$ cat config.mk
export PLATFORM = sky130hd
export DESIGN_NAME = flash_cmd_seq
export DESIGN_NICKNAME = d
export VERILOG_FILES = /design/src/rtl/flash_seq_pkg.sv /design/src/rtl/flash_frame_build.sv /design/src/rtl/flash_byte_shifter.sv /design/src/rtl/flash_seq_ctrl.sv /design/src/rtl/flash_cmd_seq.sv
export SDC_FILE = /design/constraint.sdc
export NUM_CORES = 1
export LEC_CHECK = 0
export BUFFER_PORTS_ARGS = -buffer_cell sky130_fd_sc_hd__buf_2
export CAP_MARGIN = 5
export CELL_PAD_IN_SITES_DETAIL_PLACEMENT = 1
export CELL_PAD_IN_SITES_GLOBAL_PLACEMENT = 1
export CORE_MARGIN = 2
export CORE_UTILIZATION = 42
export CTS_CLUSTER_DIAMETER = 200
export CTS_CLUSTER_SIZE = 16
export DETAILED_ROUTE_END_ITERATION = 6
export PLACE_DENSITY = 0.74
export SYNTH_ARGS = -nofsm -noshare
export SYNTH_HDL_FRONTEND = slang
export SYNTH_SLANG_ARGS = --single-unit
export TNS_END_PERCENT = 5
$ cat constraint.sdc
create_clock -name clk -period 5.2 [get_ports clk]
set_input_delay 0 -clock clk [delete_from_list [all_inputs] [get_ports clk]]
set_output_delay 0 -clock clk [all_outputs]
set_load 0.01 [all_outputs]
$ cat src/rtl/flash_seq_pkg.sv
package flash_seq_pkg;

    localparam int PAGE_W  = 10;
    localparam int BLOCK_W = 7;
    localparam int ADDR_W  = 24;
    localparam int FRAME_W = 8 + ADDR_W;
    localparam int FRAME_BYTES = FRAME_W / 8;

    typedef enum logic [1:0] {
        OP_PROG_NOERASE = 2'd0,
        OP_PAGE_ERASE   = 2'd1,
        OP_BLOCK_ERASE  = 2'd2,
        OP_RESERVED     = 2'd3
    } flash_op_e;

    localparam logic [7:0] OPC_PROG_NOERASE = 8'h88;
    localparam logic [7:0] OPC_PAGE_ERASE   = 8'h81;
    localparam logic [7:0] OPC_BLOCK_ERASE  = 8'h50;

    typedef struct packed {
        flash_op_e         op;
        logic [PAGE_W-1:0] target;
        logic              geom256;
    } flash_req_t;

    typedef enum logic [2:0] {
        ST_IDLE,
        ST_CMD,
        ST_GAP,
        ST_POLL_OP,
        ST_POLL_RD
    } seq_state_e;

    function automatic logic [7:0] opcode_of(flash_op_e op);
        case (op)
            OP_PROG_NOERASE: return OPC_PROG_NOERASE;
            OP_PAGE_ERASE:   return OPC_PAGE_ERASE;
            default:         return OPC_BLOCK_ERASE;
        endcase
    endfunction

    function automatic logic [ADDR_W-1:0] pack_addr(flash_req_t r);
        logic [BLOCK_W-1:0] blk;
        blk = r.target[BLOCK_W-1:0];
        if (r.op == OP_BLOCK_ERASE) begin
            if (r.geom256) return {6'b0, blk, 11'b0};
            else           return {5'b0, blk, 12'b0};
        end else begin
            if (r.geom256) return {6'b0, r.target, 8'b0};
            else           return {5'b0, r.target, 9'b0};
        end
    endfunction

    function automatic logic [7:0] frame_byte(logic [FRAME_W-1:0] f, logic [1:0] idx);
        case (idx)
            2'd0:    return f[31:24];
            2'd1:    return f[23:16];
            2'd2:    return f[15:8];
            default: return f[7:0];
        endcase
    endfunction

endpackage

$ cat src/rtl/flash_frame_build.sv
module flash_frame_build
    import flash_seq_pkg::*;
(
    input  flash_req_t         req_i,
    output logic [FRAME_W-1:0] frame_o
);
    always_comb begin
        frame_o = {opcode_of(req_i.op), pack_addr(req_i)};
    end
endmodule

$ cat src/rtl/flash_byte_shifter.sv
module flash_byte_shifter #(
    parameter int HALF_DIV = 2
) (
    input  logic       clk,
    input  logic       rst,
    input  logic       go_i,
    input  logic [7:0] tx_i,
    input  logic       miso_i,
    output logic       sck_o,
    output logic       mosi_o,
    output logic       rx_msb_o,
    output logic       done_o
);
    localparam int DIV_W = (HALF_DIV > 1) ? $clog2(HALF_DIV) : 1;
    localparam logic [DIV_W-1:0] DIV_LAST = DIV_W'(HALF_DIV - 1);

    logic             active_q;
    logic [DIV_W-1:0] div_q;
    logic [2:0]       bit_q;
    logic [7:0]       tx_q;
    logic [7:0]       rx_q;
    logic             sck_q;
    logic             done_q;

    always_ff @(posedge clk) begin
        if (rst) begin
            active_q <= 1'b0;
            div_q    <= '0;
            bit_q    <= '0;
            tx_q     <= '0;
            rx_q     <= '0;
            sck_q    <= 1'b0;
            done_q   <= 1'b0;
        end else begin
            done_q <= 1'b0;
            if (go_i && !active_q) begin
                active_q <= 1'b1;
                tx_q     <= tx_i;
                bit_q    <= '0;
                div_q    <= '0;
                sck_q    <= 1'b0;
            end else if (active_q) begin
                if (div_q == DIV_LAST) begin
                    div_q <= '0;
                    if (!sck_q) begin
                        sck_q <= 1'b1;
                        rx_q  <= {rx_q[6:0], miso_i};
                    end else begin
                        sck_q <= 1'b0;
                        if (bit_q == 3'd7) begin
                            active_q <= 1'b0;
                            done_q   <= 1'b1;
                        end else begin
                            bit_q <= bit_q + 3'd1;
                            tx_q  <= {tx_q[6:0], 1'b0};
                        end
                    end
                end else begin
                    div_q <= div_q + DIV_W'(1);
                end
            end
        end
    end

    assign sck_o    = sck_q;
    assign mosi_o   = tx_q[7];
    assign rx_msb_o = rx_q[7];
    assign done_o   = done_q;
endmodule

$ cat src/rtl/flash_seq_ctrl.sv
module flash_seq_ctrl
    import flash_seq_pkg::*;
#(
    parameter int         GAP_CYC    = 4,
    parameter logic [7:0] STATUS_OPC = 8'hD7,
    parameter int         TMO_W      = 16
) (
    input  logic               clk,
    input  logic               rst,
    input  logic               start_i,
    input  logic [1:0]         op_i,
    input  logic [PAGE_W-1:0]  target_i,
    input  logic               geom256_i,
    input  logic [TMO_W-1:0]   timeout_i,
    input  logic [FRAME_W-1:0] frame_i,
    input  logic               sh_done_i,
    input  logic               sh_rx_msb_i,
    output flash_req_t         req_o,
    output logic               sh_go_o,
    output logic [7:0]         sh_tx_o,
    output logic               cs_n_o,
    output logic               busy_o,
    output logic               done_o,
    output logic               err_o
);
    localparam int GAP_W = (GAP_CYC > 1) ? $clog2(GAP_CYC) : 1;
    localparam logic [GAP_W-1:0] GAP_LAST = GAP_W'(GAP_CYC - 1);

    seq_state_e         state_q;
    flash_req_t         req_q;
    logic [TMO_W-1:0]   tmo_q;
    logic [TMO_W-1:0]   poll_q;
    logic [GAP_W-1:0]   gap_q;
    logic [1:0]         idx_q;
    logic               launch_q;
    logic               go_q;
    logic [7:0]         tx_q;
    logic               cs_n_q;
    logic               done_q;
    logic               err_q;

    logic               accept;
    logic [TMO_W:0]     busy_seen;
    logic [TMO_W:0]     tmo_limit;

    assign accept    = start_i && (state_q == ST_IDLE) && (op_i != 2'd3);
    assign busy_seen = {1'b0, poll_q} + (TMO_W+1)'(1);
    assign tmo_limit = (tmo_q == '0) ? (TMO_W+1)'(1) : {1'b0, tmo_q};

    always_ff @(posedge clk) begin
        if (rst) begin
            state_q  <= ST_IDLE;
            req_q    <= '0;
            tmo_q    <= '0;
            poll_q   <= '0;
            gap_q    <= '0;
            idx_q    <= '0;
            launch_q <= 1'b0;
            go_q     <= 1'b0;
            tx_q     <= '0;
            cs_n_q   <= 1'b1;
            done_q   <= 1'b0;
            err_q    <= 1'b0;
        end else begin
            go_q   <= 1'b0;
            done_q <= 1'b0;
            case (state_q)
                ST_IDLE: begin
                    if (accept) begin
                        req_q    <= '{op: flash_op_e'(op_i), target: target_i, geom256: geom256_i};
                        tmo_q    <= timeout_i;
                        err_q    <= 1'b0;
                        cs_n_q   <= 1'b0;
                        idx_q    <= '0;
                        launch_q <= 1'b1;
                        state_q  <= ST_CMD;
                    end
                end
                ST_CMD: begin
                    if (launch_q) begin
                        go_q     <= 1'b1;
                        tx_q     <= frame_byte(frame_i, idx_q);
                        launch_q <= 1'b0;
                    end else if (sh_done_i) begin
                        if (idx_q == 2'(FRAME_BYTES - 1)) begin
                            cs_n_q  <= 1'b1;
                            gap_q   <= '0;
                            state_q <= ST_GAP;
                        end else begin
                            idx_q    <= idx_q + 2'd1;
                            launch_q <= 1'b1;
                        end
                    end
                end
                ST_GAP: begin
                    if (gap_q == GAP_LAST) begin
                        cs_n_q   <= 1'b0;
                        poll_q   <= '0;
                        launch_q <= 1'b1;
                        state_q  <= ST_POLL_OP;
                    end else begin
                        gap_q <= gap_q + GAP_W'(1);
                    end
                end
                ST_POLL_OP: begin
                    if (launch_q) begin
                        go_q     <= 1'b1;
                        tx_q     <= STATUS_OPC;
                        launch_q <= 1'b0;
                    end else if (sh_done_i) begin
                        launch_q <= 1'b1;
                        state_q  <= ST_POLL_RD;
                    end
                end
                ST_POLL_RD: begin
                    if (launch_q) begin
                        go_q     <= 1'b1;
                        tx_q     <= 8'h00;
                        launch_q <= 1'b0;
                    end else if (sh_done_i) begin
                        if (sh_rx_msb_i) begin
                            cs_n_q  <= 1'b1;
                            done_q  <= 1'b1;
                            state_q <= ST_IDLE;
                        end else if (busy_seen >= tmo_limit) begin
                            cs_n_q  <= 1'b1;
                            done_q  <= 1'b1;
                            err_q   <= 1'b1;
                            state_q <= ST_IDLE;
                        end else begin
                            poll_q   <= poll_q + TMO_W'(1);
                            launch_q <= 1'b1;
                        end
                    end
                end
                default: state_q <= ST_IDLE;
            endcase
        end
    end

    assign req_o   = req_q;
    assign sh_go_o = go_q;
    assign sh_tx_o = tx_q;
    assign cs_n_o  = cs_n_q;
    assign busy_o  = (state_q != ST_IDLE);
    assign done_o  = done_q;
    assign err_o   = err_q;
endmodule

$ cat src/rtl/flash_cmd_seq.sv
module flash_cmd_seq
    import flash_seq_pkg::*;
#(
    parameter int         HALF_DIV   = 2,
    parameter int         GAP_CYC    = 4,
    parameter logic [7:0] STATUS_OPC = 8'hD7,
    parameter int         TMO_W      = 16
) (
    input  logic              clk,
    input  logic              rst,
    input  logic              start_i,
    input  logic [1:0]        op_i,
    input  logic [9:0]        target_i,
    input  logic              geom256_i,
    input  logic [TMO_W-1:0]  timeout_i,
    output logic              sck_o,
    output logic              cs_n_o,
    output logic              mosi_o,
    input  logic              miso_i,
    output logic              busy_o,
    output logic              done_o,
    output logic              err_o
);
    flash_req_t         req;
    logic [FRAME_W-1:0] frame;
    logic               sh_go;
    logic [7:0]         sh_tx;
    logic               sh_done;
    logic               sh_rx_msb;

    flash_frame_build frame_i (
        .req_i   (req),
        .frame_o (frame)
    );

    flash_seq_ctrl #(
        .GAP_CYC    (GAP_CYC),
        .STATUS_OPC (STATUS_OPC),
        .TMO_W      (TMO_W)
    ) ctrl_i (
        .clk         (clk),
        .rst         (rst),
        .start_i     (start_i),
        .op_i        (op_i),
        .target_i    (target_i),
        .geom256_i   (geom256_i),
        .timeout_i   (timeout_i),
        .frame_i     (frame),
        .sh_done_i   (sh_done),
        .sh_rx_msb_i (sh_rx_msb),
        .req_o       (req),
        .sh_go_o     (sh_go),
        .sh_tx_o     (sh_tx),
        .cs_n_o      (cs_n_o),
        .busy_o      (busy_o),
        .done_o      (done_o),
        .err_o       (err_o)
    );

    flash_byte_shifter #(
        .HALF_DIV (HALF_DIV)
    ) shift_i (
        .clk      (clk),
        .rst      (rst),
        .go_i     (sh_go),
        .tx_i     (sh_tx),
        .miso_i   (miso_i),
        .sck_o    (sck_o),
        .mosi_o   (mosi_o),
        .rx_msb_o (sh_rx_msb),
        .done_o   (sh_done)
    );
endmodule

# Yosys cells after proc, flatten, opt, wreduce, memory -nomap -nowiden
# Index checks and enable logic that the tools add are counted.
dict set report totals {
  out_inout_bits 6
  input_bits 33
  regBits 88
}
dict set report op_classes {
  n_reduce_logical 37
  addsub 6
  mux 80
  bitwise_logic 8
  n_lt_le_gt_ge 1
  eq_ne 31
}
# operator n
set ops {}
lappend ops {{16-bit 2-to-1 mux} 6}
lappend ops {{8-bit 2-to-1 mux} 8}
lappend ops {{8-bit case mux with 3 select lines} 2}
lappend ops {{19-bit 2-to-1 mux} 2}
lappend ops {{1-bit 2-to-1 mux} 34}
lappend ops {{3-bit 2-to-1 mux} 11}
lappend ops {{16-bit case mux with 2 select lines} 1}
lappend ops {{24-bit 2-to-1 mux} 1}
lappend ops {{2-bit by 1-bit inequality test with 1-bit output, second input constant} 11}
lappend ops {{16-bit by 1-bit adder with 17-bit output, second input constant} 1}
lappend ops {{17-bit >= comparator} 1}
lappend ops {{16-bit by 1-bit adder with 16-bit output, second input constant} 1}
lappend ops {{16-bit zero test} 1}
lappend ops {{2-bit 2-to-1 mux} 8}
lappend ops {{2-bit inequality test, second input constant} 8}
lappend ops {{8-bit case mux with 2 select lines} 1}
lappend ops {{4-bit AND reduction} 4}
lappend ops {{3-bit case mux with 5 select lines} 1}
lappend ops {{2-bit nonzero test} 7}
lappend ops {{6-bit AND reduction} 2}
lappend ops {{10-bit AND reduction} 1}
lappend ops {{5-bit AND reduction} 2}
lappend ops {{9-bit AND reduction} 1}
lappend ops {{2-bit equality test, second input constant} 4}
lappend ops {{other kinds (26)} 44}

# Logic depth before layout (Yosys ltp)
# Gate-level depths: netlist (run 1).
dict set report logic_depth {
  ltp_word 8
  depth_mapped 16
}

# By module
# A second synthesis (run 1) with hierarchy kept.
dict set report unflattened {
  hier_cells 619
  hier_area_um2 5047.3
}
# mod instances area_per_inst_um2 cells_each seq_area_each_um2
set modules_own_cells {}
lappend modules_own_cells {flash_seq_ctrl 1 3653.5 468 1301.2}
lappend modules_own_cells {flash_byte_shifter 1 1028.5 103 460.4}
lappend modules_own_cells {flash_frame_build 1 365.4 48 0.0}

# Least setup slack after synthesis (run 1)
# Ideal clock, no wire load.
dict set report synth_timing {
  path_kind {reg2reg}
  from {register ctrl_i.poll_q[0]}
  to {register ctrl_i.poll_q[15]}
  path_stages_with_launch 15
  arrival_time_ps 3536
  synth_period_minus_slack_ps 3652
  path_buffers 1
  required_time_ps 5084
  setup_slack_ps 1548
  path_cell_list {dfxtp_1 > ha_1 > and3_1 > nand3_1 > or4_1 > xnor2_1 > ha_1 > a21o_1 > a21o_1 > a31oi_1 > o31ai_1 > or4_4 > buf_6 > and4_4 > a41o_1}
}
dict set report synth_between {
  elab_chain_len 6
}
# item line
set synth_lines {}
lappend synth_lines {{start, declared} flash_seq_ctrl.sv:32} ;# logic [TMO_W-1:0] poll_q;
lappend synth_lines {{start signal, assigned} flash_seq_ctrl.sv:131} ;# poll_q <= poll_q + TMO_W'(1);
lappend synth_lines {{parallel branches: the longest is 6 deep, another holds 16-bit by 1-bit adder with 17-bit output} -}
# Parallel ways; which one is timed is not known. The select of a mux whose other input is x is not followed.
# A chain may end at the register's enable or synchronous reset.

# Worst setup path after layout (run 1)
dict set report layout_timing {
  from {register ctrl_i.poll_q[0]}
  to {register ctrl_i.poll_q[13]}
}
# Same word-level chain as after synthesis.

==> impl_table.tex, run 1 <==
\begin{tabular}{lr}
\hline
Metric & Value \\
\hline
\multicolumn{2}{l}{\textbf{Critical path}} \\
\quad Category of the worst setup path capture point & register \\
\quad Reg2Reg Depth & 13 \\
\quad WP data arrival & 4.34 ns \\
\quad Worst R2R Start & ctrl\_i.poll\_q[0] \\
\quad Cell chain of the critical path & ha\_1 -> and3\_1 -> nand3\_1 -> or4\_1 -> xnor2\_1 -> ha\_1 -> a21o\_1 -> a21o\_1 -> a31oi\_1 -> o31ai\_1 -> or4\_4 -> and4\_2 -> a41o\_1 \\
\quad Worst R2R Setup Slack & 1.13 ns \\
\quad Peak fanout along the critical path & 21 \\
\quad Worst path slowest cell & or4\_4 \\
\quad Endpoint of the most critical register-to-register path & ctrl\_i.poll\_q[13] \\
\quad Worst path max stage delay & 0.66 ns \\
\quad Critical Setup Path Class & reg -> reg \\
\quad Number of buffer and inverter instances along the worst setup path & 0 \\
\quad Required time reported for the critical path endpoint & 5.47 ns \\
\quad Largest delay contributor family on the critical path & simple AND/OR/NAND/NOR gates \\
\quad Setup crit start kind & register \\
\multicolumn{2}{l}{\textbf{Logic synthesis}} \\
\quad Mapped Area & 4530 um\^{}2 \\
\quad Ys flop type & dfxtp\_1 \\
\quad Average size of a mapped cell & 8.08 um\^{}2 \\
\quad Gate count of the mapped netlist & 561 \\
\quad Yosys reg bits & 88 \\
\quad Fraction of registers with async set or reset after synthesis & 0\% \\
\quad Net count after synthesis & 618 \\
\quad Count of distinct cell types in the synthesized netlist & 55 \\
\quad Number of enable-type register cells in the synthesized netlist & 0 \\
\quad Syn. warnings & 0 \\
\quad Sequential area share after synthesis & 38.9\% \\
\multicolumn{2}{l}{\textbf{Layout}} \\
\quad Share of post-route cells with drive strength above 1 & 11.7\% \\
\quad Syn-to-layout area delta & 17.1\% \\
\quad Total Nets Final & 667 \\
\quad Final antenna diode count & 0 \\
\quad Area occupied by multi-input gates & 2530 um\^{}2 \\
\quad Post-route design area & 5310 um\^{}2 \\
\quad Fill cell instance count of the final layout & 1246 \\
\quad Area taken by flip-flops and latches & 1760 um\^{}2 \\
\multicolumn{2}{l}{\textbf{Timing}} \\
\quad Timing-limited maximum frequency & 246 MHz \\
\quad Setup repair after global routing missed its margin & false \\
\quad Max Clock Skew & 0.00719 ns \\
\quad Slew at the pin closest to its max-slew limit & 0.958 ns \\
\quad Count of endpoints failing hold in the final timing report & 0 \\
\quad Count of final max-slew check failures & 0 \\
\quad Setup Total Neg Slack & 0 ns \\
\quad Count of final setup violators & 0 \\
\quad Ratio of final minimum period to clock period & 78.2\% \\
\quad Crit path time final & 4.07 ns \\
\quad Tightest slew margin relative to the limit & 36.1\% \\
\quad Smallest hold slack & 0.200 ns \\
\multicolumn{2}{l}{\textbf{Pwr}} \\
\quad Largest voltage drop on the vdd net & 0.139 mV \\
\quad Final total power & 1.45 mW \\
\quad LEAKAGE & 2.22 nW \\
\quad Power Density & 274 nW/um\^{}2 \\
\multicolumn{2}{l}{\textbf{GRT}} \\
\quad Total track usage & 22.2\% \\
\quad Grt total ovfl & 0 \\
\quad Wire length of the first global-routing pass & 20200 um \\
\quad Largest net degree at the start of global routing & 86 \\
\quad Via count of the first global-routing pass & 4321 \\
\quad Initial antenna violation count & 0 \\
\multicolumn{2}{l}{\textbf{Hold path}} \\
\quad Endpoint, Worst Hold & ctrl\_i.req\_o[12] \\
\quad Kind of path behind the tightest hold check & in -> reg \\
\quad Worst hold path cell count & 5 \\
\quad Launch point of the worst hold path & start\_i \\
\multicolumn{2}{l}{\textbf{CTS}} \\
\quad Clk Latency, worst-skew pair & 0.37 ns \\
\quad Quantity of gates resized following cts & 0 \\
\quad Maximum number of buffers from clock root to sink & 2 \\
\quad Number of setup buffers added after CTS & 0 \\
\quad Count of clock tree sinks & 88 \\
\quad Clock root buffer & clkbuf\_8 \\
\quad Clock transition at the registers of the reported paths & 0.09 ns \\
\quad CTS tree & built \\
\quad Htree depth & 3 \\
\quad Number of buffers created by CTS & 9 \\
\multicolumn{2}{l}{\textbf{Die}} \\
\quad Die Footprint & 11600 um\^{}2 \\
\quad Site row count & 37 \\
\quad Die X & 108 um \\
\quad Top-Level Pins & 39 \\
\quad Initial standard-cell utilization of the core & 43.5\% \\
\quad Placeable core region & 10400 um\^{}2 \\
\quad Die height & 108 um \\
\multicolumn{2}{l}{\textbf{Routing}} \\
\quad Length of the first detailed-routing pass in iterations & 4 \\
\quad Initial DRC Count & 128 \\
\quad Total wirelength of the detailed-routed design & 12200 um \\
\quad Via/cell ratio & 5.51 \\
\quad Remaining antenna violation count & 0 \\
\quad WL per Instance & 16.2 um \\
\quad Via count & 4136 \\
\quad DRC violation count after routing & 0 \\
\multicolumn{2}{l}{\textbf{Run status}} \\
\quad Result of the run & finished clean \\
\multicolumn{2}{l}{\textbf{Placed design}} \\
\quad Final weighted congestion of routability-driven global placement & 0.848 \\
\quad Total cell area at the placement stage & 4770 um\^{}2 \\
\quad Detailed Place HPWL & 8430 um \\
\quad Number of port buffers & 38 \\
\multicolumn{2}{l}{\textbf{Job}} \\
\quad Count of maximum capacitance violations & 0 \\
\hline
\end{tabular}
per-stage QoR:
step,setup slack (ns),util [%],std cells
4_1_cts,1.13,51.0,751
2_1_floorplan,1.55,-,561
3_5_place_dp,1.14,45.8,704
6_report,1.13,51.0,751
3_3_place_gp,1.27,45.8,704
5_1_grt,0.878,51.0,751
how the worst max path moves through the flow:
stage | start | to | depth (start not counted)
after floorplan | ctrl_i.poll_q[0] | ctrl_i.poll_q[15] | 14
after detailed placement | ctrl_i.poll_q[0] | ctrl_i.poll_q[13] | 13
after CTS | ctrl_i.poll_q[0] | ctrl_i.poll_q[13] | 13
after global routing | ctrl_i.poll_q[0] | ctrl_i.poll_q[13] | 13
final | ctrl_i.poll_q[0] | ctrl_i.poll_q[13] | 13
after global placement | ctrl_i.poll_q[0] | ctrl_i.poll_q[13] | 13
tightest hold or removal path, delay by kind of cell:
kind                   cells  cell delay, ns
buffers and inverters      1            0.10
and+or+nand+nor            4            0.43
state kept, by name, indices dropped and copies added, names as in the netlist, 2 cells and up:
| register | flops |
|---|---|
| ctrl_i.state_q | 3 |
| ctrl_i.sh_tx_o | 8 |
| ctrl_i.poll_q | 16 |
| ctrl_i.req_o | 13 |
| ctrl_i.gap_q | 2 |
| ctrl_i.idx_q | 2 |
| ctrl_i.tmo_q | 16 |
| shift_i.tx_q | 8 |
| shift_i.rx_q | 8 |
| shift_i.bit_q | 3 |
cells by family after synthesis:
logic type               after synthesis  share of synthesized area (%)
AND/OR/NAND/NOR                      226                           22.8
AO/OA/AOI/OAI                        133                           19.5
flip-flops                            88                           38.9
buffers and inverters                 57                           5.24
adder cells (fa/ha/maj)               24                           6.62
multiplexers                          18                           4.06
XOR/XNOR                              15                           2.90
routing by layer:
metal	GRT usage [%]	share of wire, %	vias up
met5	0	0	-
met4	8.52	1.8	0
met3	3.39	2.1	16
met2	39.9	50	57
met1	26.5	46	1975
li1	-	-	2088
Yosys cell counts (all sizes together) (7+ instances only):
cell / instances / area (um^2)
nand4: 7 / 43.8
xor2: 7 / 61.3
mux2i: 15 / 150
xnor2: 8 / 70.1
a211oi: 8 / 65.1
nand3: 34 / 170
nand2b: 8 / 50.1
dfxtp: 88 / 1760
nand2: 93 / 349
a21oi: 60 / 304
clkbuf: 25 / 93.8
inv: 22 / 82.6
nor3: 11 / 55.1
a221oi: 7 / 61.3
o21ai: 16 / 80.1
buf: 10 / 61.3
nor2: 47 / 176
ha: 24 / 300
layout by cell type (no fill, tap or decap), types with 6 or more instances in the layout:
cell / instances
nor3_1: 11
nor2_1: 47
inv_1: 22
buf_2: 38
a21o_1: 6
mux2i_1: 15
o2111ai_1: 6
nand4_1: 7
a21oi_1: 59
clkbuf_8: 11
o21ai_0: 14
dlygate4sd3_1: 31
xor2_1: 7
nand2_1: 93
ha_1: 24
dfxtp_1: 88
xnor2_1: 8
nand2b_1: 8
a221oi_1: 7
a211oi_1: 7
nand3_1: 34
timing repair:
item,CTS,global route
hold buffers,31,0
endpoints found under the setup margin,0,0
hold endpoints to repair,30,0
power breakdown:
group          internal (mW)  switching, mW
registers              0.697         0.0231
clock network          0.298          0.255
logic                 0.0765          0.104
total                   1.07          0.382
area by class of cell:
class | instances | area share [%]
multi-input combinational | 416 | 47.7
sequential | 88 | 33.2
timing repair buffer | 73 | 9.99
tap | 136 | 3.20
clock buffer | 12 | 2.92
inverter | 22 | 1.56
clock inverter | 4 | 1.44
No activity file was read; power rests on OpenSTA's default activity.
==> run 2, diff against run 1 <==
--- a/config.mk
+++ b/config.mk
@@ -5,6 +5,7 @@
 export SDC_FILE = /design/constraint.sdc
 export NUM_CORES = 1
 export LEC_CHECK = 0
+export ABC_AREA = 1
 export BUFFER_PORTS_ARGS = -buffer_cell sky130_fd_sc_hd__buf_2
 export CAP_MARGIN = 5
 export CELL_PAD_IN_SITES_DETAIL_PLACEMENT = 1
@@ -14,7 +15,7 @@
 export CTS_CLUSTER_DIAMETER = 200
 export CTS_CLUSTER_SIZE = 16
 export DETAILED_ROUTE_END_ITERATION = 6
-export PLACE_DENSITY = 0.74
+export PLACE_DENSITY = 0.77
 export SYNTH_ARGS = -nofsm -noshare
 export SYNTH_HDL_FRONTEND = slang
 export SYNTH_SLANG_ARGS = --single-unit
==> constraint.sdc (replaced) <==
create_clock -name clk -period 4.19 [get_ports clk]
set_input_delay 0 -clock clk [delete_from_list [all_inputs] [get_ports clk]]
set_output_delay 0 -clock clk [all_outputs]
set_load 0.01 [all_outputs]
==> run 2 against run 1 <==
Via count is 11% higher. Power is 140% higher. First-iteration DRC count is 40% higher. Synthesized cell count is 23% higher. Cell area is 5.2% higher. Core utilization is 0.11 points higher. Area after synthesis is 4.8% higher. Critical path depth is 5 higher. Largest cell class unchanged. Highest routed layer unchanged.
==> impl_table.tex, run 2 <==
\begin{tabular}{lr}
\hline
Metric & Value \\
\hline
\multicolumn{2}{l}{\textbf{Run status}} \\
\quad Result of the run & finished clean \\
\multicolumn{2}{l}{\textbf{Routing}} \\
\quad Post-Route M1 WL & 6030 um (+8.3\%) \\
\quad Length of the first detailed-routing pass in iterations & 4 (unchanged) \\
\quad Initial DRC Count & 179 (+40\%) \\
\quad Routed met2 length & 7350 um (+20\%) \\
\quad DRC violation count after routing & 0 (unchanged) \\
\quad Remaining antenna violation count & 0 (unchanged) \\
\quad Total wirelength of the detailed-routed design & 13900 um (+14\%) \\
\quad Met3 routed wirelength & 254 um (-1.2\%) \\
\quad Via/cell ratio & 5.17 (-6.1\%) \\
\quad WL per Instance & 15.6 um (-3.7\%) \\
\quad Via count & 4604 (+11\%) \\
\quad Uppermost metal layer occupied by signal nets & met4 \\
\multicolumn{2}{l}{\textbf{Critical path}} \\
\quad Required time reported for the critical path endpoint & 4.43 ns (-1.04 ns) \\
\quad Worst path slowest cell & dfxtp\_1 \\
\quad Cell count along the critical path & 18 (+5) \\
\quad Critical Setup Path Class & reg -> reg \\
\quad Number of buffer and inverter instances along the worst setup path & 3 (+3) \\
\quad Endpoint of the most critical register-to-register path & ctrl\_i.poll\_q[0] \\
\quad Most repeated library cell on the critical path & nand3\_1 \\
\quad Worst R2R Start & ctrl\_i.poll\_q[0] \\
\quad Cell chain of the critical path & ha\_1 -> nand3\_1 -> inv\_2 -> nand3\_1 -> nor2\_1 -> xor2\_1 -> inv\_1 -> ha\_1 -> nand2\_1 -> inv\_1 -> o21ai\_0 -> nand3\_1 -> nor2\_4 -> nand2\_2 -> nand2\_4 -> nand3\_4 -> a21oi\_1 -> nor2\_1 \\
\quad Category of the worst setup path capture point & register \\
\quad Setup crit start kind & register \\
\quad Largest delay contributor family on the critical path & simple AND/OR/NAND/NOR gates \\
\quad Worst path max stage delay & 0.39 ns (-0.27 ns) \\
\quad Reg2Reg Depth & 18 (+5) \\
\quad Worst R2R Setup Slack & 0.95 ns (-0.19 ns) \\
\quad Peak fanout along the critical path & 17 (-19\%) \\
\quad WP data arrival & 3.49 ns (-0.85 ns) \\
\multicolumn{2}{l}{\textbf{Timing}} \\
\quad Setup Total Neg Slack & 0 ns (unchanged) \\
\quad Slew at the pin closest to its max-slew limit & 1.01 ns (+0.0552 ns) \\
\quad Ratio of final minimum period to clock period & 77.4\% (-0.82 points) \\
\quad Crit path time final & 3.24 ns (-0.824 ns) \\
\quad Post-layout worst setup margin & 0.947 ns (-0.186 ns) \\
\quad Max Clock Skew & 0.0102 ns (+0.00302 ns) \\
\quad Timing-limited maximum frequency & 308 MHz (+25\%) \\
\quad Count of final max-slew check failures & 0 (unchanged) \\
\quad Count of final setup violators & 0 (unchanged) \\
\quad Count of endpoints failing hold in the final timing report & 0 (unchanged) \\
\quad Setup repair after global routing missed its margin & false \\
\quad Tightest slew margin relative to the limit & 32.3\% (-3.8 points) \\
\multicolumn{2}{l}{\textbf{Pwr}} \\
\quad Clk pwr share & 21.1\% (-17 points) \\
\quad LEAKAGE & 2.51 nW (+13\%) \\
\quad Largest voltage drop on the vdd net & 0.262 mV (+88\%) \\
\quad Comb power frac & 46.1\% (+34 points) \\
\quad Sequential fraction of design power & 32.8\% (-17 points) \\
\quad Power dissipated by switching net loads & 1.55 mW (+310\%) \\
\quad Design internal power & 2.00 mW (+86\%) \\
\quad Power Density & 635 nW/um\^{}2 (+130\%) \\
\quad Net Sw Frac & 43.8\% (+17 points) \\
\multicolumn{2}{l}{\textbf{Logic synthesis}} \\
\quad Net count after synthesis & 747 (+21\%) \\
\quad Gate count of the mapped netlist & 690 (+23\%) \\
\quad Number of enable-type register cells in the synthesized netlist & 0 (unchanged) \\
\quad List of most frequent post-synthesis cells & 168 x nand2\_1, 88 x dfxtp\_1, 87 x inv\_1, 80 x nor2\_1, 48 x o21ai\_0 \\
\quad Ys flop type & dfxtp\_1 \\
\quad Syn. warnings & 0 (unchanged) \\
\quad Fraction of registers with async set or reset after synthesis & 0\% (unchanged) \\
\quad Yosys top cell area share & 37.1\% (-1.8 points) \\
\quad Largest cells by area after synthesis & dfxtp\_1 37\%, nand2\_1 13\%, inv\_1 6.9\% \\
\quad Sequential area share after synthesis & 37.1\% (-1.8 points) \\
\quad Most repeated cell in the gate-level netlist after synthesis & nand2\_1 \\
\quad Count of distinct cell types in the synthesized netlist & 38 (-31\%) \\
\quad Mapped Area & 4750 um\^{}2 (+4.8\%) \\
\quad Average size of a mapped cell & 6.88 um\^{}2 (-15\%) \\
\quad Leading area contributor after synthesis & dfxtp\_1 \\
\quad Yosys reg bits & 88 (unchanged) \\
\multicolumn{2}{l}{\textbf{Die}} \\
\quad Die height & 110 um (+2.3\%) \\
\quad Placeable core region & 10900 um\^{}2 (+5.0\%) \\
\quad Die X & 110 um (+2.3\%) \\
\quad Die Footprint & 12200 um\^{}2 (+4.6\%) \\
\quad Initial standard-cell utilization of the core & 43.4\% (-0.087 points) \\
\quad Top-Level Pins & 39 (unchanged) \\
\quad Site row count & 38 (+2.7\%) \\
\multicolumn{2}{l}{\textbf{CTS}} \\
\quad Quantity of gates resized following cts & 0 (unchanged) \\
\quad CTS tree & built \\
\quad Count of clock tree sinks & 88 (unchanged) \\
\quad Clk Latency, worst-skew pair & 0.35 ns (-0.02 ns) \\
\quad Maximum number of buffers from clock root to sink & 2 (unchanged) \\
\quad Htree depth & 3 (unchanged) \\
\quad Number of buffers created by CTS & 9 (unchanged) \\
\quad Clock transition at the registers of the reported paths & 0.07 ns (-0.02 ns) \\
\quad Clock root buffer & clkbuf\_16 \\
\multicolumn{2}{l}{\textbf{Layout}} \\
\quad Final antenna diode count & 0 (unchanged) \\
\quad Commonest cells after routing, fill and taps aside & 168 x nand2\_1, 88 x dfxtp\_1, 87 x inv\_1 \\
\quad Total Nets Final & 803 (+20\%) \\
\quad Syn-to-layout area delta & 17.6\% \\
\quad Commonest non-fill, non-tap cell in the layout & nand2\_1 \\
\quad Share of post-route cells with drive strength above 1 & 11.1\% (-0.64 points) \\
\multicolumn{2}{l}{\textbf{Job}} \\
\quad Count of maximum capacitance violations & 0 (unchanged) \\
\multicolumn{2}{l}{\textbf{Placed design}} \\
\quad Post-Place Worst Slack & 0.948 ns (-0.190 ns) \\
\quad Final weighted congestion of routability-driven global placement & 0.839 (-1.0\%) \\
\quad Number of port buffers & 38 (unchanged) \\
\quad Detailed Place HPWL & 9890 um (+17\%) \\
\multicolumn{2}{l}{\textbf{GRT}} \\
\quad Initial antenna violation count & 0 (unchanged) \\
\quad Total track usage & 24.3\% (+2.0 points) \\
\quad Largest net degree at the start of global routing & 55 (-36\%) \\
\quad Via count of the first global-routing pass & 4816 (+11\%) \\
\quad Grt total ovfl & 0 (unchanged) \\
\quad Wire length of the first global-routing pass & 22700 um (+12\%) \\
\multicolumn{2}{l}{\textbf{Hold path}} \\
\quad Launch point of the worst hold path & op\_i[1] \\
\quad Endpoint, Worst Hold & ctrl\_i.req\_o[11] \\
\quad Worst hold path cell count & 4 (-1) \\
\quad Kind of path behind the tightest hold check & in -> reg \\
\hline
\end{tabular}
run 2: cell count changes after synthesis, moves of 10 or more:
| cell | before | now |
|---|---|---|
| nor2_1 | 47 | 80 |
| inv_1 | 22 | 87 |
| nand2_2 | 0 | 13 |
| a21oi_1 | 59 | 46 |
| clkbuf_1 | 25 | 15 |
| nand2_1 | 93 | 168 |
| nand4_1 | 7 | 26 |
| o21ai_0 | 14 | 48 |
| mux2i_1 | 15 | 0 |
| nand3_1 | 34 | 17 |
run 2: power groups by stage:
stage	registers [mW]	logic [mW]	clock network, mW
floorplan	1.14	1.24	0
global placement	1.17	1.53	0
CTS	1.17	1.64	0.769
detailed placement	1.18	1.61	0
global route	1.19	1.88	0.795
finish	1.16	1.63	0.750
run 2: worst max path at each step:
stage                                  end              from  slack, ns
after floorplan           ctrl_i.poll_q[0]  ctrl_i.poll_q[0]       1.54
after global placement    ctrl_i.poll_q[0]  ctrl_i.poll_q[0]       1.06
after detailed placement  ctrl_i.poll_q[0]  ctrl_i.poll_q[0]       0.95
after CTS                 ctrl_i.poll_q[0]  ctrl_i.poll_q[0]       0.94
after global routing      ctrl_i.poll_q[6]  ctrl_i.poll_q[0]       0.60
final                     ctrl_i.poll_q[0]  ctrl_i.poll_q[0]       0.95
run 2: stage by stage:
step	utilization, %	cell area, um^2	instances	hold slack (ns)	total power, mW
floorplan	-	4750	690	0.135	2.38
global placement	46.0	5030	846	0.231	2.71
detailed placement	46.0	5030	846	0.259	2.79
CTS	50.9	5570	889	0.000559	3.57
global route	51.1	5590	890	0.0276	3.87
finish	51.1	5590	890	0.0145	3.55
run 2: repair_timing:
item,in CTS,in global routing
hold buffers,28,0
setup buffers,0,0
hold endpoints to repair,28,0
run 2: cells by family after synthesis:
family	Yosys count	share of synthesized area, %
xor+xnor	14	2.58
compound gates	127	15.2
buf+inv	115	9.40
simple gates	322	29.4
flops	88	37.1
fa+ha+maj	24	6.32
run 2: per-layer routing:
layer / up-vias / global-route usage [%]
met5: - / 0
met4: 0 / 10.2
met3: 20 / 3.06
li1: 2351 / -
met2: 48 / 45.5
met1: 2185 / 27.4
run 2: layout make-up:
class,instances,area [um^2]
Clock buffer,12,246
Clock inverter,3,18.8
Fill cell,1451,5350
Inverter,92,345
Multi-Input combinational cell,487,2550
Sequential cell,88,1760
Tap cell,140,175
Timing Repair Buffer,68,493
run 2: tightest hold or removal path: stages:
cell,delay [ns]
buf_2,0.07
inv_1,0.03
nand2_1,0.12
a211oi_1,0.09
==> run 3, diff against run 2 <==
--- a/config.mk
+++ b/config.mk
@@ -11,11 +11,11 @@
 export CELL_PAD_IN_SITES_DETAIL_PLACEMENT = 1
 export CELL_PAD_IN_SITES_GLOBAL_PLACEMENT = 1
 export CORE_MARGIN = 2
-export CORE_UTILIZATION = 42
+export CORE_UTILIZATION = 39
 export CTS_CLUSTER_DIAMETER = 200
 export CTS_CLUSTER_SIZE = 16
 export DETAILED_ROUTE_END_ITERATION = 6
-export PLACE_DENSITY = 0.77
+export PLACE_DENSITY = 0.75
 export SYNTH_ARGS = -nofsm -noshare
 export SYNTH_HDL_FRONTEND = slang
 export SYNTH_SLANG_ARGS = --single-unit
==> constraint.sdc (replaced) <==
create_clock -name clk -period 2.95 [get_ports clk]
set_input_delay 0 -clock clk [delete_from_list [all_inputs] [get_ports clk]]
set_output_delay 0 -clock clk [all_outputs]
set_load 0.01 [all_outputs]
==> run 3 against run 2 <==
Clock power grew 71%. Cell area increased by 8.2%. Combinational power rose by 67%. Global-route usage down 1.0 points. Non-clock buffer count grew 21. Die area grew 7.4%. Via count increased by 4.3%. Maximum frequency is 14% higher. Critical path type unchanged. Highest routed layer unchanged.
==> impl_table.tex, run 3 (synthesis gave the netlist of run 2 again) <==
\begin{tabular}{lr}
\hline
Metric & Value \\
\hline
\multicolumn{2}{l}{\textbf{Placed design}} \\
\quad Instance count after placement with tap cells included & 866 (+2.4\%) \\
\quad Number of port buffers & 38 (unchanged) \\
\quad Detailed Place HPWL & 9780 um (-1.1\%) \\
\quad Post-Place Worst Slack & -0.0823 ns (-1.03 ns) \\
\quad Final weighted congestion of routability-driven global placement & 0.845 (+0.67\%) \\
\multicolumn{2}{l}{\textbf{Critical path}} \\
\quad Setup crit start kind & register \\
\quad Number of buffer and inverter instances along the worst setup path & 3 (unchanged) \\
\quad Critical Setup Path Class & reg -> reg \\
\quad Worst path slowest cell & dfxtp\_4 \\
\quad Largest delay contributor family on the critical path & simple AND/OR/NAND/NOR gates \\
\quad Most repeated library cell on the critical path & nand2\_1 \\
\quad Peak fanout along the critical path & 4 (-13) \\
\quad Cell chain of the critical path & ha\_4 -> nand3\_4 -> inv\_4 -> nand3\_4 -> nor2\_4 -> xor2\_1 -> inv\_1 -> ha\_4 -> nand2\_1 -> nor2\_2 -> nand2\_1 -> nor2\_1 -> nor2\_1 -> nand3\_1 -> nor2\_4 -> nand2\_4 -> nand2\_4 -> nand3\_4 -> buf\_6 -> nand2\_1 -> nand2\_1 -> nor2\_1 \\
\quad WP data arrival & 3.06 ns (-0.43 ns) \\
\quad Required time reported for the critical path endpoint & 3.18 ns (-1.25 ns) \\
\quad Category of the worst setup path capture point & register \\
\quad Worst path max stage delay & 0.39 ns (about the same) \\
\multicolumn{2}{l}{\textbf{Pwr}} \\
\quad Largest voltage drop on the vdd net & 0.495 mV (+89\%) \\
\quad Final total power & 5.69 mW (+60\%) \\
\quad Power Density & 941 nW/um\^{}2 (+48\%) \\
\quad LEAKAGE & 2.69 nW (+7.4\%) \\
\multicolumn{2}{l}{\textbf{Routing}} \\
\quad Via count & 4801 (+4.3\%) \\
\quad WL per Instance & 16.7 um (+6.7\%) \\
\quad DRC violation count after routing & 0 (unchanged) \\
\quad Length of the first detailed-routing pass in iterations & 4 (unchanged) \\
\quad Via/cell ratio & 5.22 (+0.88\%) \\
\quad Total wirelength of the detailed-routed design & 15300 um (+10\%) \\
\quad Initial DRC Count & 256 (+43\%) \\
\quad Remaining antenna violation count & 0 (unchanged) \\
\multicolumn{2}{l}{\textbf{CTS}} \\
\quad Count of clock tree sinks & 88 (unchanged) \\
\quad Clock root buffer & clkbuf\_16 \\
\quad Htree depth & 3 (unchanged) \\
\quad Clock transition at the registers of the reported paths & 0.07 ns (about the same) \\
\quad CTS tree & built \\
\quad Clk Latency, worst-skew pair & 0.36 ns (about the same) \\
\quad Maximum number of buffers from clock root to sink & 2 (unchanged) \\
\quad Number of buffers created by CTS & 9 (unchanged) \\
\multicolumn{2}{l}{\textbf{GRT}} \\
\quad Via count of the first global-routing pass & 5100 (+5.9\%) \\
\quad Grt total ovfl & 0 (unchanged) \\
\quad Wire length of the first global-routing pass & 24100 um (+6.4\%) \\
\quad Initial antenna violation count & 1 (+1) \\
\quad Total track usage & 23.3\% (-1.0 points) \\
\quad Largest net degree at the start of global routing & 55 (unchanged) \\
\multicolumn{2}{l}{\textbf{Layout}} \\
\quad Fill cell instance count of the final layout & 1532 (+5.6\%) \\
\quad Share of post-route cells with drive strength above 1 & 17.9\% (+6.8 points) \\
\quad Commonest cells after routing, fill and taps aside & 165 x nand2\_1, 87 x inv\_1, 81 x dfxtp\_1 \\
\quad Commonest non-fill, non-tap cell in the layout & nand2\_1 \\
\quad Layout Cells excl Fill & 920 (+3.4\%) \\
\quad Syn-to-layout area delta & 27.3\% \\
\quad Total Nets Final & 824 (+2.6\%) \\
\multicolumn{2}{l}{\textbf{Timing}} \\
\quad Setup Total Neg Slack & 0 ns (unchanged) \\
\quad Tightest slew margin relative to the limit & 61.6\% (+29 points) \\
\quad Timing-limited maximum frequency & 353 MHz (+14\%) \\
\quad Count of endpoints failing hold in the final timing report & 0 (unchanged) \\
\quad Max Clock Skew & 0.00620 ns (-0.00402 ns) \\
\quad Post-layout worst setup margin & 0.115 ns (-0.833 ns) \\
\quad Ratio of final minimum period to clock period & 96.1\% (+19 points) \\
\quad Crit path time final & 2.84 ns (-0.407 ns) \\
\quad Slew at the pin closest to its max-slew limit & 0.576 ns (-0.438 ns) \\
\quad Count of final max-slew check failures & 0 (unchanged) \\
\quad Count of final setup violators & 0 (unchanged) \\
\multicolumn{2}{l}{\textbf{Die}} \\
\quad Die Footprint & 13100 um\^{}2 (+7.4\%) \\
\quad Initial standard-cell utilization of the core & 39.7\% (-3.7 points) \\
\quad Placeable core region & 12000 um\^{}2 (+9.4\%) \\
\quad Top-Level Pins & 39 (unchanged) \\
\quad Die X & 114 um (+3.6\%) \\
\quad Die height & 114 um (+3.6\%) \\
\quad Site row count & 40 (+5.3\%) \\
\multicolumn{2}{l}{\textbf{Hold path}} \\
\quad Kind of path behind the tightest hold check & in -> reg \\
\multicolumn{2}{l}{\textbf{Run status}} \\
\quad Result of the run & finished clean \\
\multicolumn{2}{l}{\textbf{Job}} \\
\quad Count of maximum capacitance violations & 0 (unchanged) \\
\hline
\end{tabular}
## run 3: what timing repair did
item,in CTS,in global routing
gates cloned,0,0
endpoints found under the hold margin,27,0
gates resized for setup,2,47
buffers inserted,3,7
pin swaps,0,15
hold buffers,27,0
endpoints found under the setup margin,19,22
## run 3: layout make-up
class	count	area, um^2	area share [%]
multi-input combinational	487	2740	45.3
tap	147	184	3.04
inverter	92	348	5.75
sequential	88	1780	29.4
clock buffer	10	239	3.95
clock inverter	6	92.6	1.53
antenna	1	2.50	0.0414
timing repair buffer	89	664	11.0
## run 3: power by group
| part | internal [mW] | switching [mW] |
|---|---|---|
| Combinational | 1.01 | 1.70 |
| Sequential | 1.47 | 0.224 |
| Clock | 0.768 | 0.508 |
| Total | 3.25 | 2.43 |
## run 3: path summary, 6_finish.rpt
kind | from | end | slack (ns) | depth (start not counted)
setup / recovery | ctrl_i.poll_q[1] | ctrl_i.poll_q[1] | 0.11 | 22
hold / removal | op_i[0] | ctrl_i.req_o[12] | 0.02 | 4
setup reg to reg | ctrl_i.poll_q[1] | ctrl_i.poll_q[1] | 0.11 | 22
hold reg to reg | ctrl_i.err_o | ctrl_i.err_o | 0.45 | 2
## run 3: through the flow
stage                     cell area, um^2  util [%]  hold WS, ns
after detailed placement             5130      42.9        0.233
after global placement               5130      42.9        0.228
after CTS                            5770      48.3      0.00898
after floorplan                      4750         -        0.135
final                                6050      50.5       0.0213
after global routing                 6050      50.5       0.0395
## run 3: worst reg2reg max path, delay by kind of cell, from the launching register on
kind / cells / cell delay [ns]
xor+xnor: 1 / 0.17
fa+ha+maj: 2 / 0.44
buf+inv: 3 / 0.30
flops: 1 / 0.39
simple gates: 16 / 1.40
## run 3: layer usage
layer,global-route usage (%),up-vias,share of wire (%)
li1,-,2393,-
met1,25.4,2285,41
met2,43.4,85,52
met3,5.51,38,3.3
met4,8.94,0,3.5
met5,0,-,0
